--- src/rtl/led_cfg_i2c_pkg.sv ---
package led_cfg_i2c_pkg;

   typedef enum logic [1:0] {
      ST_IDLE,
      ST_RECV,
      ST_ACK,
      ST_SKIP
   } eng_state_t;

   typedef enum logic [1:0] {
      PH_ADDR,
      PH_SUB,
      PH_DATA,
      PH_DONE
   } byte_phase_t;

endpackage

--- src/rtl/i2c_line_sync.sv ---
module i2c_line_sync #(
   parameter int   STAGES    = 2,
   parameter logic RESET_VAL = 1'b1
) (
   input  logic clk,
   input  logic arst_n,
   input  logic din,
   output logic dout
);

   logic [STAGES-1:0] chain_q;

   generate
      if (STAGES < 2) begin : g_bad_stages
         $error("i2c_line_sync: STAGES must be at least 2");
      end
   endgenerate

   always_ff @(posedge clk or negedge arst_n) begin
      if (!arst_n) begin
         chain_q <= {STAGES{RESET_VAL}};
      end else begin
         chain_q <= {chain_q[STAGES-2:0], din};
      end
   end

   assign dout = chain_q[STAGES-1];

endmodule

--- src/rtl/i2c_wr_engine.sv ---
module i2c_wr_engine
   import led_cfg_i2c_pkg::*;
#(
   parameter logic [6:0] DEV_ADDR = 7'h1C,
   parameter int         NUM_REGS = 20,
   parameter int         DATA_W   = 8,
   localparam int        IDX_W    = $clog2(NUM_REGS)
) (
   input  logic              clk,
   input  logic              arst_n,
   input  logic              scl_s,
   input  logic              sda_s,
   output logic              sda_oe,
   output logic              wr_en,
   output logic [IDX_W-1:0]  wr_idx,
   output logic [DATA_W-1:0] wr_data
);

   localparam logic [7:0] LAST_SUB = 8'(NUM_REGS - 1);

   generate
      if (DATA_W != 8) begin : g_bad_width
         $error("i2c_wr_engine: serial bytes are 8 bits wide");
      end
      if (NUM_REGS > 256 || NUM_REGS < 2) begin : g_bad_depth
         $error("i2c_wr_engine: NUM_REGS must be in 2..256");
      end
   endgenerate

   eng_state_t  state_q;
   byte_phase_t phase_q;
   logic        scl_d, sda_d;
   logic [2:0]  bit_cnt_q;
   logic        got8_q;
   logic [7:0]  shift_q;
   logic [IDX_W-1:0] sub_q;

   logic scl_rise, scl_fall, start_det, stop_det;

   assign scl_rise  = scl_s & ~scl_d;
   assign scl_fall  = ~scl_s & scl_d;
   assign start_det = scl_s & scl_d & sda_d & ~sda_s;
   assign stop_det  = scl_s & scl_d & ~sda_d & sda_s;

   always_ff @(posedge clk or negedge arst_n) begin
      if (!arst_n) begin
         scl_d <= 1'b1;
         sda_d <= 1'b1;
      end else begin
         scl_d <= scl_s;
         sda_d <= sda_s;
      end
   end

   always_ff @(posedge clk or negedge arst_n) begin
      if (!arst_n) begin
         state_q   <= ST_IDLE;
         phase_q   <= PH_ADDR;
         bit_cnt_q <= '0;
         got8_q    <= 1'b0;
         shift_q   <= '0;
         sub_q     <= '0;
         sda_oe    <= 1'b0;
         wr_en     <= 1'b0;
         wr_idx    <= '0;
         wr_data   <= '0;
      end else begin
         wr_en <= 1'b0;
         if (start_det) begin
            state_q   <= ST_RECV;
            phase_q   <= PH_ADDR;
            bit_cnt_q <= '0;
            got8_q    <= 1'b0;
            sda_oe    <= 1'b0;
         end else if (stop_det) begin
            state_q <= ST_IDLE;
            sda_oe  <= 1'b0;
         end else begin
            unique case (state_q)
               ST_RECV: begin
                  if (scl_rise && !got8_q) begin
                     shift_q   <= {shift_q[6:0], sda_s};
                     bit_cnt_q <= bit_cnt_q + 3'd1;
                     if (bit_cnt_q == 3'd7) got8_q <= 1'b1;
                  end else if (scl_fall && got8_q) begin
                     got8_q    <= 1'b0;
                     bit_cnt_q <= '0;
                     unique case (phase_q)
                        PH_ADDR: begin
                           if (shift_q[7:1] == DEV_ADDR && !shift_q[0]) begin
                              sda_oe  <= 1'b1;
                              state_q <= ST_ACK;
                              phase_q <= PH_SUB;
                           end else begin
                              state_q <= ST_SKIP;
                           end
                        end
                        PH_SUB: begin
                           if (shift_q <= LAST_SUB) begin
                              sub_q   <= shift_q[IDX_W-1:0];
                              sda_oe  <= 1'b1;
                              state_q <= ST_ACK;
                              phase_q <= PH_DATA;
                           end else begin
                              state_q <= ST_SKIP;
                           end
                        end
                        PH_DATA: begin
                           wr_en   <= 1'b1;
                           wr_idx  <= sub_q;
                           wr_data <= shift_q;
                           sda_oe  <= 1'b1;
                           state_q <= ST_ACK;
                           phase_q <= PH_DONE;
                        end
                        default: state_q <= ST_SKIP;
                     endcase
                  end
               end
               ST_ACK: begin
                  if (scl_fall) begin
                     sda_oe  <= 1'b0;
                     state_q <= (phase_q == PH_DONE) ? ST_SKIP : ST_RECV;
                  end
               end
               default: ;
            endcase
         end
      end
   end

endmodule

--- src/rtl/cfg_reg_file.sv ---
module cfg_reg_file #(
   parameter int  NUM_REGS = 20,
   parameter int  DATA_W   = 8,
   localparam int IDX_W    = $clog2(NUM_REGS)
) (
   input  logic                       clk,
   input  logic                       arst_n,
   input  logic                       wr_en,
   input  logic [IDX_W-1:0]           wr_idx,
   input  logic [DATA_W-1:0]          wr_data,
   output logic [NUM_REGS*DATA_W-1:0] regs_flat
);

   generate
      for (genvar g = 0; g < NUM_REGS; g++) begin : g_reg
         logic [DATA_W-1:0] val_q;
         always_ff @(posedge clk or negedge arst_n) begin
            if (!arst_n) begin
               val_q <= '0;
            end else if (wr_en && wr_idx == IDX_W'(g)) begin
               val_q <= wr_data;
            end
         end
         assign regs_flat[g*DATA_W +: DATA_W] = val_q;
      end
   endgenerate

endmodule

--- src/rtl/shutdown_eval.sv ---
module shutdown_eval #(
   parameter int NUM_CH = 18,
   parameter int CODE_W = 6
) (
   input  logic                     pin_rst_n,
   input  logic                     uvlo,
   input  logic                     shdn_req,
   input  logic [NUM_CH*CODE_W-1:0] codes,
   output logic                     shutdown
);

   logic [NUM_CH-1:0] ch_live;

   generate
      for (genvar c = 0; c < NUM_CH; c++) begin : g_ch
         assign ch_live[c] = |codes[c*CODE_W +: CODE_W];
      end
   endgenerate

   assign shutdown = ~pin_rst_n | uvlo | shdn_req | ~(|ch_live);

endmodule

--- src/rtl/led_cfg_i2c_bank.sv ---
module led_cfg_i2c_bank #(
   parameter logic [6:0] DEV_ADDR    = 7'h1C,
   parameter int         NUM_REGS    = 20,
   parameter int         DATA_W      = 8,
   parameter int         NUM_CH      = 18,
   parameter int         CODE_W      = 6,
   parameter int         SHDN_BIT    = 0,
   parameter int         SYNC_STAGES = 2
) (
   input  logic                       clk,
   input  logic                       pin_rst_n,
   input  logic                       uvlo,
   input  logic                       scl_i,
   input  logic                       sda_i,
   output logic                       sda_oe,
   output logic [NUM_REGS*DATA_W-1:0] regs_o,
   output logic                       shutdown_o
);

   localparam int IDX_W = $clog2(NUM_REGS);

   generate
      if (NUM_CH + 1 > NUM_REGS) begin : g_bad_ch
         $error("led_cfg_i2c_bank: channel registers exceed the bank");
      end
      if (CODE_W > DATA_W || CODE_W < 1) begin : g_bad_code
         $error("led_cfg_i2c_bank: CODE_W must be in 1..DATA_W");
      end
      if (SHDN_BIT >= DATA_W) begin : g_bad_shdn
         $error("led_cfg_i2c_bank: SHDN_BIT outside register 0");
      end
   endgenerate

   logic scl_s, sda_s;
   logic wr_en;
   logic [IDX_W-1:0]  wr_idx;
   logic [DATA_W-1:0] wr_data;
   logic [NUM_CH*CODE_W-1:0] codes;

   i2c_line_sync #(.STAGES(SYNC_STAGES), .RESET_VAL(1'b1)) u_scl_sync (
      .clk(clk), .arst_n(pin_rst_n), .din(scl_i), .dout(scl_s)
   );

   i2c_line_sync #(.STAGES(SYNC_STAGES), .RESET_VAL(1'b1)) u_sda_sync (
      .clk(clk), .arst_n(pin_rst_n), .din(sda_i), .dout(sda_s)
   );

   i2c_wr_engine #(
      .DEV_ADDR(DEV_ADDR), .NUM_REGS(NUM_REGS), .DATA_W(DATA_W)
   ) u_engine (
      .clk(clk), .arst_n(pin_rst_n), .scl_s(scl_s), .sda_s(sda_s),
      .sda_oe(sda_oe), .wr_en(wr_en), .wr_idx(wr_idx), .wr_data(wr_data)
   );

   cfg_reg_file #(.NUM_REGS(NUM_REGS), .DATA_W(DATA_W)) u_regs (
      .clk(clk), .arst_n(pin_rst_n), .wr_en(wr_en), .wr_idx(wr_idx),
      .wr_data(wr_data), .regs_flat(regs_o)
   );

   generate
      for (genvar c = 0; c < NUM_CH; c++) begin : g_codes
         assign codes[c*CODE_W +: CODE_W] = regs_o[(c+1)*DATA_W +: CODE_W];
      end
   endgenerate

   shutdown_eval #(.NUM_CH(NUM_CH), .CODE_W(CODE_W)) u_shdn (
      .pin_rst_n(pin_rst_n), .uvlo(uvlo), .shdn_req(regs_o[SHDN_BIT]),
      .codes(codes), .shutdown(shutdown_o)
   );

endmodule

--- config.mk ---
export PLATFORM = sky130hd
export DESIGN_NAME = led_cfg_i2c_bank
export DESIGN_NICKNAME = d
export VERILOG_FILES = /design/src/rtl/led_cfg_i2c_pkg.sv /design/src/rtl/i2c_line_sync.sv /design/src/rtl/i2c_wr_engine.sv /design/src/rtl/cfg_reg_file.sv /design/src/rtl/shutdown_eval.sv /design/src/rtl/led_cfg_i2c_bank.sv
export SDC_FILE = /design/constraint.sdc
export NUM_CORES = 1
export LEC_CHECK = 0
export ABC_AREA = 1
export ABC_CLOCK_PERIOD_IN_PS = 1700
export CAP_MARGIN = 30
export CORE_ASPECT_RATIO = 0.9
export CORE_MARGIN = 3
export CORE_UTILIZATION = 51
export DETAILED_ROUTE_END_ITERATION = 8
export PLACE_DENSITY = 0.8
export SYNTH_ARGS = -nofsm -noshare
export SYNTH_HDL_FRONTEND = slang
export SYNTH_SLANG_ARGS = --single-unit
--- constraint.sdc ---
create_clock -name clk -period 1.7 [get_ports clk]
set_input_delay 0.34 -clock clk [delete_from_list [all_inputs] [get_ports clk]]
set_output_delay 0.34 -clock clk [all_outputs]
set_load 0.05 [all_outputs]
==> results of run 1 <==
-- layout by cell type, fill, tap and decap left out, drive strengths merged, types with 2 or more instances in the layout --
cell / Yosys / routed
or2: 2 / 2
dfstp: 6 / 6
buf: 10 / 240
nor3: 4 / 4
o21ai: 190 / 190
dfrtp: 196 / 196
ha: 8 / 8
nor2: 85 / 85
nand4: 17 / 17
nand2: 254 / 254
dlygate4sd3: 0 / 2
clkbuf: 30 / 33
inv: 44 / 44
nand3: 9 / 9
clkdlybuf4s50: 0 / 3
a21oi: 3 / 3
clkinv: 0 / 4
-- path summary, 6_finish.rpt --
path                                              to  cells past startpoint                     start
min                         u_regs.g_reg[4].val_q[1]                      2                 pin_rst_n
max in group asynchronous  u_regs.g_reg[18].val_q[2]                      3                 pin_rst_n
max reg2reg                 u_regs.g_reg[7].val_q[7]                      5        u_engine.wr_idx[1]
min reg2reg                    u_sda_sync.chain_q[1]                      0     u_sda_sync.chain_q[0]
min in group clk               u_sda_sync.chain_q[0]                      1                     sda_i
max                                       shutdown_o                      8  u_regs.g_reg[9].val_q[5]
-- power by group --
group | switching [mW] | internal [mW]
combinational | 0.580 | 0.283
sequential | 0.124 | 4.97
clock | 1.79 | 2.46
total | 2.49 | 7.71
-- timing repair --
| action | 4_1_cts | 5_1_grt |
|---|---|---|
| pin swaps | 10 | 8 |
| hold buffers | 2 | 0 |
| endpoints found under the setup margin | 4 | 81 |
| setup buffers | 6 | 6 |
| endpoints found under the hold margin | 21 | 0 |
| resized for setup | 5 | 11 |
-- stage by stage --
stage / power, mW / instances
after global routing: 10.6 / 1303
after global placement: 6.01 / 1252
after detailed placement: 6.04 / 1252
after CTS: 10.3 / 1297
final: 10.2 / 1303
after floorplan: 5.75 / 862
-- state kept, by name (all words and copies together), names as in the netlist, 2 cells and up --
| name | cells |
|---|---|
| u_engine.bit_cnt_q | 3 |
| u_engine.sub_q | 5 |
| u_engine.shift_q | 8 |
| u_engine.wr_data | 8 |
| u_engine.wr_idx | 5 |
| u_scl_sync.chain_q | 2 |
| u_regs.g.val_q | 160 |
| u_engine.state_q | 2 |
| u_engine.phase_q | 2 |
| u_sda_sync.chain_q | 2 |
-- final cells by class --
cell class | instances | area, um2 | share of cell area
clock buffer | 32 | 607 | 0.0567
clock inverter | 5 | 27.5 | 0.00257
multi-input combinational | 576 | 2660 | 0.249
timing repair buffer | 246 | 1920 | 0.179
inverter | 44 | 165 | 0.0154
sequential | 202 | 5080 | 0.475
tap | 198 | 248 | 0.0231
-- synth_stat cells --
cell type                    n  area share
sky130_fd_sc_hd__nand2_1   246        0.12
sky130_fd_sc_hd__dfrtp_1   196        0.61
sky130_fd_sc_hd__o21ai_0   139       0.087
sky130_fd_sc_hd__nor2_1     84       0.039
sky130_fd_sc_hd__o21ai_1    51       0.032
sky130_fd_sc_hd__inv_1      42       0.020
sky130_fd_sc_hd__clkbuf_1   30       0.014
sky130_fd_sc_hd__nand4_1    17       0.013
sky130_fd_sc_hd__buf_2       9      0.0056
sky130_fd_sc_hd__nand3_1     9      0.0056
sky130_fd_sc_hd__ha_1        8       0.013
sky130_fd_sc_hd__nand2_2     8      0.0063
sky130_fd_sc_hd__dfstp_2     6       0.020
sky130_fd_sc_hd__a21oi_1     3      0.0019
sky130_fd_sc_hd__nor3_4      3      0.0061
sky130_fd_sc_hd__inv_2       2     0.00094
sky130_fd_sc_hd__or2_2       2      0.0016
sky130_fd_sc_hd__and3_1      1     0.00078
sky130_fd_sc_hd__buf_4       1     0.00094
sky130_fd_sc_hd__nand3b_1    1     0.00094
sky130_fd_sc_hd__nor2_2      1     0.00078
sky130_fd_sc_hd__nor3_2      1      0.0013
sky130_fd_sc_hd__nor3b_1     1     0.00094
sky130_fd_sc_hd__o211ai_1    1     0.00094
-- metal layers --
| layer | GRT usage | vias to the layer above | share of wire | wire length, um |
|---|---|---|---|---|
| met5 | 0 | - | 0 | 0 |
| met4 | 0.0813 | 0 | 0.032 | 698 |
| met3 | 0.0453 | 52 | 0.064 | 1390 |
| met2 | 0.415 | 236 | 0.48 | 10600 |
| met1 | 0.331 | 3349 | 0.42 | 9160 |
| li1 | - | 3267 | - | - |
-- cells by family (layout without fill, tap and decap cells) --
group | Yosys count | in the layout | share of synthesized area
and+or+nand+nor | 374 | 374 | 0.192
adders and majority gates | 8 | 8 | 0.0125
AOI/OAI and AO/OA | 194 | 194 | 0.122
DFF | 202 | 202 | 0.632
buffers and inverters | 84 | 327 | 0.0413
==> metrics.cfg, run 1 <==
[status]
status = complete, but fails checks
violated_checks = setup timing

[flow_run]
maxCapViolCount = 0

[yosys]
syn-num-nets = 875
netlist_instances = 862
ys_types = 24
mappedNetlistArea_um2 = 8010
synth_sequential_area_ratio = 0.632
synth-seq-cells = 202
synth.yosys.warnings = 0
avgSynthCellArea_um2 = 9.29

[critical_path]
crit_fanout = 3
ff2ff_setup_slack_ns = 0.12
worstPathCellList = nor2_1 -> nand4_1 -> nor2_2 -> nand2_1 -> nor2_2 -> nand2_2 -> nand2_4 -> buf_12
critical_path.most_common_cell = sky130_fd_sc_hd__nor2_2
critical-path-slowest-cell = sky130_fd_sc_hd__dfrtp_1
cp.required_ns = 1.36
critical_path_class = flop to primary output
critPathLaunchType = flop
critPathCaptureType = primary output
worst-endpoint-arrival_ns = 1.79
path_delay_family = simple AND/OR/NAND/NOR gates
timing.critical_path.slowest_cell_delay_ns = 0.40
critical_path.n_buffers_inverters = 1

[global_routing]
globalRoute.totalOverflow = 0
pin_count_of_the_biggest_net_entering_global_routing = 121
global_route_wire_length_before_repair_mm = 35.1
gr-usage-all-layers = 0.249
number_of_antenna_violations_at_the_first_check_in_global_routing = 0
number_of_global_route_vias_before_repair = 6562

[floorplanning]
die_h_um = 125
initial_utilization = 0.533
fp.coreArea_um2 = 15000
number_of_primary_i_o_pins = 167
number_of_core_rows = 42
die_area_um2 = 17200
die-width_um = 138

[placed_design]
dp_slack_ns = 0.0159
hpwlAfterDp_mm = 14.8
gp_routability_congestion = 0.838
place.port_buffers = 166
place_area_um2 = 9910

[sta]
unrepaired_setup_endpoints_after_global_routing = yes
finalClockSkew_ns = 0.0160
whs_ns = 0.0425
timing.final.crit_share = 1.25
finalSetupTns_ns = -0.430
post-route-min-period_ns = 2.13
tightest_slew_ns = 0.736
report.final.setup_viol = 1
max_freq_ghz = 0.470
relative_slew_slack = 0.509
postLayoutSetupSlackWorst_ns = -0.430
drv_slew = 0
finalHoldViolations = 0

[cts]
cts.path.max_buffers = 3
clock_latency_ns = 0.49
cts.sinks = 202
cts.root.buffer_cell = sky130_fd_sc_hd__clkbuf_16
cts_buffers = 21
clk_transition_reported_paths_ns = 0.06
htree_levels = 1
tritoncts_clock_tree = built

[routing]
vias_per_instance = 5.30
totalWireLength_mm = 21.8
vias = 6904
dr.first_iter.drc_count = 485
avgRoutedWirePerCell_um = 16.7
ant_nets = 0
drc = 0
drt_pre_antenna_iters = 5

[final_layout]
final_core_utilization = 0.712
n_diodes = 0
layout.cell_area.non_filler_um2 = 10700
nFillCells = 1123
layout-drive-gt1-share = 0.294
finalNetCount = 1104
flow.area_growth_from_synthesis_pct = 33.8

[power]
leakage_power_nw = 5.35
vdd_drop_max_mv = 0.684
p_per_area_nw_per_um2 = 953

[hold_path]
hold_path_class = input pin to asynchronous set/reset pin

Power figures use the tool's default switching activity.
==> inputs of run 2 (changes only) <==
--- a/config.mk
+++ b/config.mk
@@ -7,7 +7,7 @@
 export LEC_CHECK = 0
 export ABC_AREA = 1
 export ABC_CLOCK_PERIOD_IN_PS = 1700
-export CAP_MARGIN = 30
+export CAP_MARGIN = 10
 export CORE_ASPECT_RATIO = 0.9
 export CORE_MARGIN = 3
 export CORE_UTILIZATION = 51
==> results of run 2 <==
Final layout, timing and power as in run 1 (identical DEF).
==> inputs of run 3 (changes only) <==
--- a/config.mk
+++ b/config.mk
@@ -11,8 +11,10 @@
 export CORE_ASPECT_RATIO = 0.9
 export CORE_MARGIN = 3
 export CORE_UTILIZATION = 51
+export CTS_CLUSTER_DIAMETER = 120
 export DETAILED_ROUTE_END_ITERATION = 8
 export PLACE_DENSITY = 0.8
+export SETUP_SLACK_MARGIN = 0.5
 export SYNTH_ARGS = -nofsm -noshare
 export SYNTH_HDL_FRONTEND = slang
 export SYNTH_SLANG_ARGS = --single-unit
==> metrics.cfg, run 3 <==
[yosys]
most_frequent_cell_after_synthesis = sky130_fd_sc_hd__nand2_1  ; unchanged
synthDominantAreaCellType = sky130_fd_sc_hd__dfrtp_1  ; unchanged
avgSynthCellArea_um2 = 9.29  ; unchanged
mappedNetlistArea_um2 = 8010  ; unchanged
syn-num-nets = 875  ; unchanged
ys_async_sr_fraction = 1.00  ; unchanged
ys_types = 24  ; unchanged
yosys-top-cells-area = sky130_fd_sc_hd__dfrtp_1 (61%), sky130_fd_sc_hd__nand2_1 (12%), sky130_fd_sc_hd__o21ai_0 (8.7%), sky130_fd_sc_hd__nor2_1 (3.9%), sky130_fd_sc_hd__o21ai_1 (3.2%)  ; unchanged
netlist_instances = 862  ; unchanged
synth-edff-count = 0  ; unchanged
netlist_top_cells_count = sky130_fd_sc_hd__nand2_1 (246), sky130_fd_sc_hd__dfrtp_1 (196), sky130_fd_sc_hd__o21ai_0 (139)  ; unchanged
synth-seq-cells = 202  ; unchanged
synth.yosys.warnings = 0  ; unchanged
synth_sequential_area_ratio = 0.632  ; unchanged
synth_ff_type = sky130_fd_sc_hd__dfrtp_1  ; unchanged
yosysTopAreaCellShare = 0.613  ; unchanged

[global_routing]
gr-usage-all-layers = 0.851
globalRoute.totalOverflow = 361
number_of_antenna_violations_at_the_first_check_in_global_routing = 5
pin_count_of_the_biggest_net_entering_global_routing = 122

[placed_design]
hpwlAfterDp_mm = 15.3  ; was 14.8 mm
gp_routability_congestion = 0.835  ; was 0.838
post-place-cells = 1273  ; was 1252
place.port_buffers = 166  ; unchanged

[sta]
worst_path_end_type = top-level output
grt_repair_worst_endpoint = shutdown_o

[floorplanning]
die_h_um = 125  ; unchanged
number_of_core_rows = 42  ; unchanged
number_of_primary_i_o_pins = 167  ; unchanged
initial_utilization = 0.533  ; unchanged
die-width_um = 138  ; unchanged

[status]
run.stop_error = [ERROR GRT-0232] Routing congestion too high. Check the congestion heatmap in the GUI.
failed_stage = global routing (5_1_grt)
status = stopped before the end  ; was complete, but fails checks

[cts]
cts.root.buffer_cell = sky130_fd_sc_hd__clkbuf_16  ; unchanged
htree_levels = 1  ; unchanged
cts_buffers = 21  ; unchanged
cts.sinks = 202  ; unchanged
cts.path.max_buffers = 3  ; unchanged

==> run 3: logic make-up after synthesis <==
logic type,synth area share
simple gates,0.192
flops,0.632
compound gates,0.122
buf+inv,0.0413
fa+ha+maj,0.0125
==> run 3: stage by stage <==
step	cell area (um2)	util	setup slack, ns
floorplan	8400	-	0.0979
global placement	10300	0.682	-0.0195
detailed placement	10300	0.682	-0.0262
CTS	12500	0.831	-0.468
==> run 3: repair_timing <==
item | in CTS
setup buffers | 29
gates cloned | 8
endpoints found under the hold margin | 81
hold buffers | 2
gates resized for setup | 303
endpoints found under the setup margin | 358
pin swaps | 53
==> run 3: metal layers <==
| metal | overflow | GRT usage |
|---|---|---|
| met4 | 154 | 0.942 |
| met5 | 0 | 0.278 |
| met2 | 202 | 0.992 |
| met1 | 2 | 0.817 |
| met3 | 3 | 0.731 |
==> inputs of run 4 (changes only) <==
--- a/config.mk
+++ b/config.mk
@@ -8,13 +8,10 @@
 export ABC_AREA = 1
 export ABC_CLOCK_PERIOD_IN_PS = 1700
 export CAP_MARGIN = 10
-export CORE_ASPECT_RATIO = 0.9
 export CORE_MARGIN = 3
-export CORE_UTILIZATION = 51
-export CTS_CLUSTER_DIAMETER = 120
+export CORE_UTILIZATION = 40
 export DETAILED_ROUTE_END_ITERATION = 8
-export PLACE_DENSITY = 0.8
-export SETUP_SLACK_MARGIN = 0.5
+export PLACE_DENSITY_LB_ADDON = 0.15
 export SYNTH_ARGS = -nofsm -noshare
 export SYNTH_HDL_FRONTEND = slang
 export SYNTH_SLANG_ARGS = --single-unit
==> metrics.cfg, run 4 (synthesis gave the netlist of run 1 again) <==
[status]
status = complete, but fails checks  ; was stopped before the end
violated_checks = setup timing

[global_routing]
number_of_antenna_violations_at_the_first_check_in_global_routing = 0
number_of_global_route_vias_before_repair = 6468
global_route_wire_length_before_repair_mm = 35.5
gr-usage-all-layers = 0.205
pin_count_of_the_biggest_net_entering_global_routing = 114
globalRoute.totalOverflow = 0

[placed_design]
place_area_um2 = 10400  ; was 10300 um2
post-place-cells = 1372  ; was 1273
place.port_buffers = 166  ; unchanged
gp_routability_congestion = 0.804  ; was 0.835
hpwlAfterDp_mm = 15.2  ; was 15.3 mm

[cts]
cts.sinks = 202  ; unchanged
htree_levels = 1  ; unchanged
cts.path.max_buffers = 3  ; unchanged
clk_transition_reported_paths_ns = 0.06
cts_buffers = 23  ; was 21
cts.root.buffer_cell = sky130_fd_sc_hd__clkbuf_16  ; unchanged
tritoncts_clock_tree = built
clock_latency_ns = 0.49

[flow_run]
maxCapViolCount = 0

[sta]
report.final.setup_viol = 1
finalHoldViolations = 0
unrepaired_setup_endpoints_after_global_routing = yes
finalSetupTns_ns = -0.464
max_freq_ghz = 0.462
tightest_slew_ns = 0.638
drv_slew = 0
postLayoutSetupSlackWorst_ns = -0.464
relative_slew_slack = 0.574
post-route-min-period_ns = 2.16
finalClockSkew_ns = 0.00816
timing.final.crit_share = 1.27
whs_ns = 0.257

[routing]
drt_pre_antenna_iters = 5
dr.first_iter.drc_count = 396
vias_per_instance = 4.75
avgRoutedWirePerCell_um = 15.7
ant_nets = 0
drc = 0
totalWireLength_mm = 22.3
vias = 6732

[final_layout]
layout.cell_area.non_filler_um2 = 11200
largestRegisters = u_regs.g.val_q x160, u_engine.shift_q x8, u_engine.wr_data x8
nFillCells = 1767
number_of_flip_flops_under_the_largest_register_name = 160
layout-drive-gt1-share = 0.319
n_diodes = 0
finalNetCount = 1149
layout_common_cells = sky130_fd_sc_hd__buf_4 (275), sky130_fd_sc_hd__nand2_1 (243), sky130_fd_sc_hd__dfrtp_1 (180)
flow.area_growth_from_synthesis_pct = 40.3
layoutNonFillerInstCount = 1417
largest-register = u_regs.g.val_q
commonest_non_fill_non_tap_cell_in_the_layout = sky130_fd_sc_hd__buf_4
final_core_utilization = 0.573

[critical_path]
critical_path.most_common_cell = sky130_fd_sc_hd__nor2_2
worst_setup_path_startpoint = u_regs.g_reg[8].val_q[5]
worstPathCellList = nor2_2 -> nand4_1 -> or2_2 -> nor2_2 -> nand2_2 -> nand2_4 -> buf_8
crit_fanout = 2
critPathLaunchType = flop
ff2ff_setup_slack_ns = 0.16
worst-endpoint-arrival_ns = 1.82
critPathCaptureType = primary output
critical_path_class = flop to primary output
rr_startpoint = u_engine.wr_idx[0]
critical_path.n_buffers_inverters = 1
cp.required_ns = 1.36
path_delay_family = simple AND/OR/NAND/NOR gates
timing.reg2reg.worst_path_depth = 6
crit_end = shutdown_o
critical-path-slowest-cell = sky130_fd_sc_hd__dfrtp_2
regToRegEndpoint = u_regs.g_reg[11].val_q[1]
cp_depth = 7
timing.critical_path.slowest_cell_delay_ns = 0.41

[floorplanning]
initial_utilization = 0.409  ; was 0.533
die_area_um2 = 21700
fp.coreArea_um2 = 19600
die_h_um = 147  ; was 125 um
die-width_um = 147  ; was 138 um
number_of_core_rows = 51  ; was 42
number_of_primary_i_o_pins = 167  ; unchanged

[hold_path]
hold_depth = 1
hold_path_class = input pin to flop

[power]
p_per_area_nw_per_um2 = 946
leakage_power_nw = 5.68
vdd_drop_max_mv = 0.833

==> run 4: worst register-to-register path, cell delays in order (launching register included) <==
cell,delay [ns]
sky130_fd_sc_hd__dfrtp_1,0.47
sky130_fd_sc_hd__inv_2,0.13
sky130_fd_sc_hd__nor3_4,0.35
sky130_fd_sc_hd__buf_4,0.19
sky130_fd_sc_hd__nand2_4,0.11
sky130_fd_sc_hd__nand2_1,0.11
sky130_fd_sc_hd__o21ai_1,0.06
==> run 4: layout make-up <==
| class | count | area (um2) | area share |
|---|---|---|---|
| repair buffers | 289 | 2280 | 0.203 |
| well taps | 265 | 332 | 0.0295 |
| clock inverters | 3 | 15.0 | 0.00134 |
| flip-flops and latches | 202 | 5080 | 0.452 |
| inverters | 44 | 165 | 0.0147 |
| multi-input cells | 576 | 2650 | 0.236 |
| clock buffers | 38 | 702 | 0.0625 |
==> run 4: repair_timing <==
action                                  CTS  global route
endpoints found under the setup margin    1            46
gates resized for setup                   6             8
hold buffers                              2             0
endpoints found under the hold margin    89             0
pin swaps                                11             9
setup buffers                             0             2
==> run 4: worst min-delay path by stage <==
| stage | from | end | slack (ns) |
|---|---|---|---|
| 2_1_floorplan | pin_rst_n | u_engine.bit_cnt_q[0] | 0.04 |
| 3_3_place_gp | u_scl_sync.chain_q[0] | u_scl_sync.chain_q[1] | 0.35 |
| 3_5_place_dp | u_sda_sync.chain_q[0] | u_sda_sync.chain_q[1] | 0.35 |
| 4_1_cts | scl_i | u_scl_sync.chain_q[0] | 0.24 |
| 5_1_grt | scl_i | u_scl_sync.chain_q[0] | 0.25 |
| 6_report | scl_i | u_scl_sync.chain_q[0] | 0.26 |
==> run 4: where the power goes <==
part	switching [mW]	leakage, nW	internal, mW	total (mW)
clock network	1.86	0.355	2.80	4.66
logic	0.587	2.57	0.290	0.878
registers	0.112	2.76	4.97	5.08
==> run 4: per-layer routing <==
| layer | track usage | vias up | part of all wire |
|---|---|---|---|
| li1 | - | 3355 | - |
| met1 | 0.280 | 3219 | 0.44 |
| met2 | 0.349 | 128 | 0.50 |
| met3 | 0.0291 | 30 | 0.039 |
| met4 | 0.0508 | 0 | 0.022 |
| met5 | 0 | - | 0 |
==> run 4: per-stage QoR <==
stage          worst slack [ns]  total power [mW]
2_1_floorplan            0.0379              5.75
3_3_place_gp            -0.0592              6.04
3_5_place_dp            -0.0532              6.06
4_1_cts                  -0.491              10.8
5_1_grt                  -0.561              11.2
6_report                 -0.464              10.6
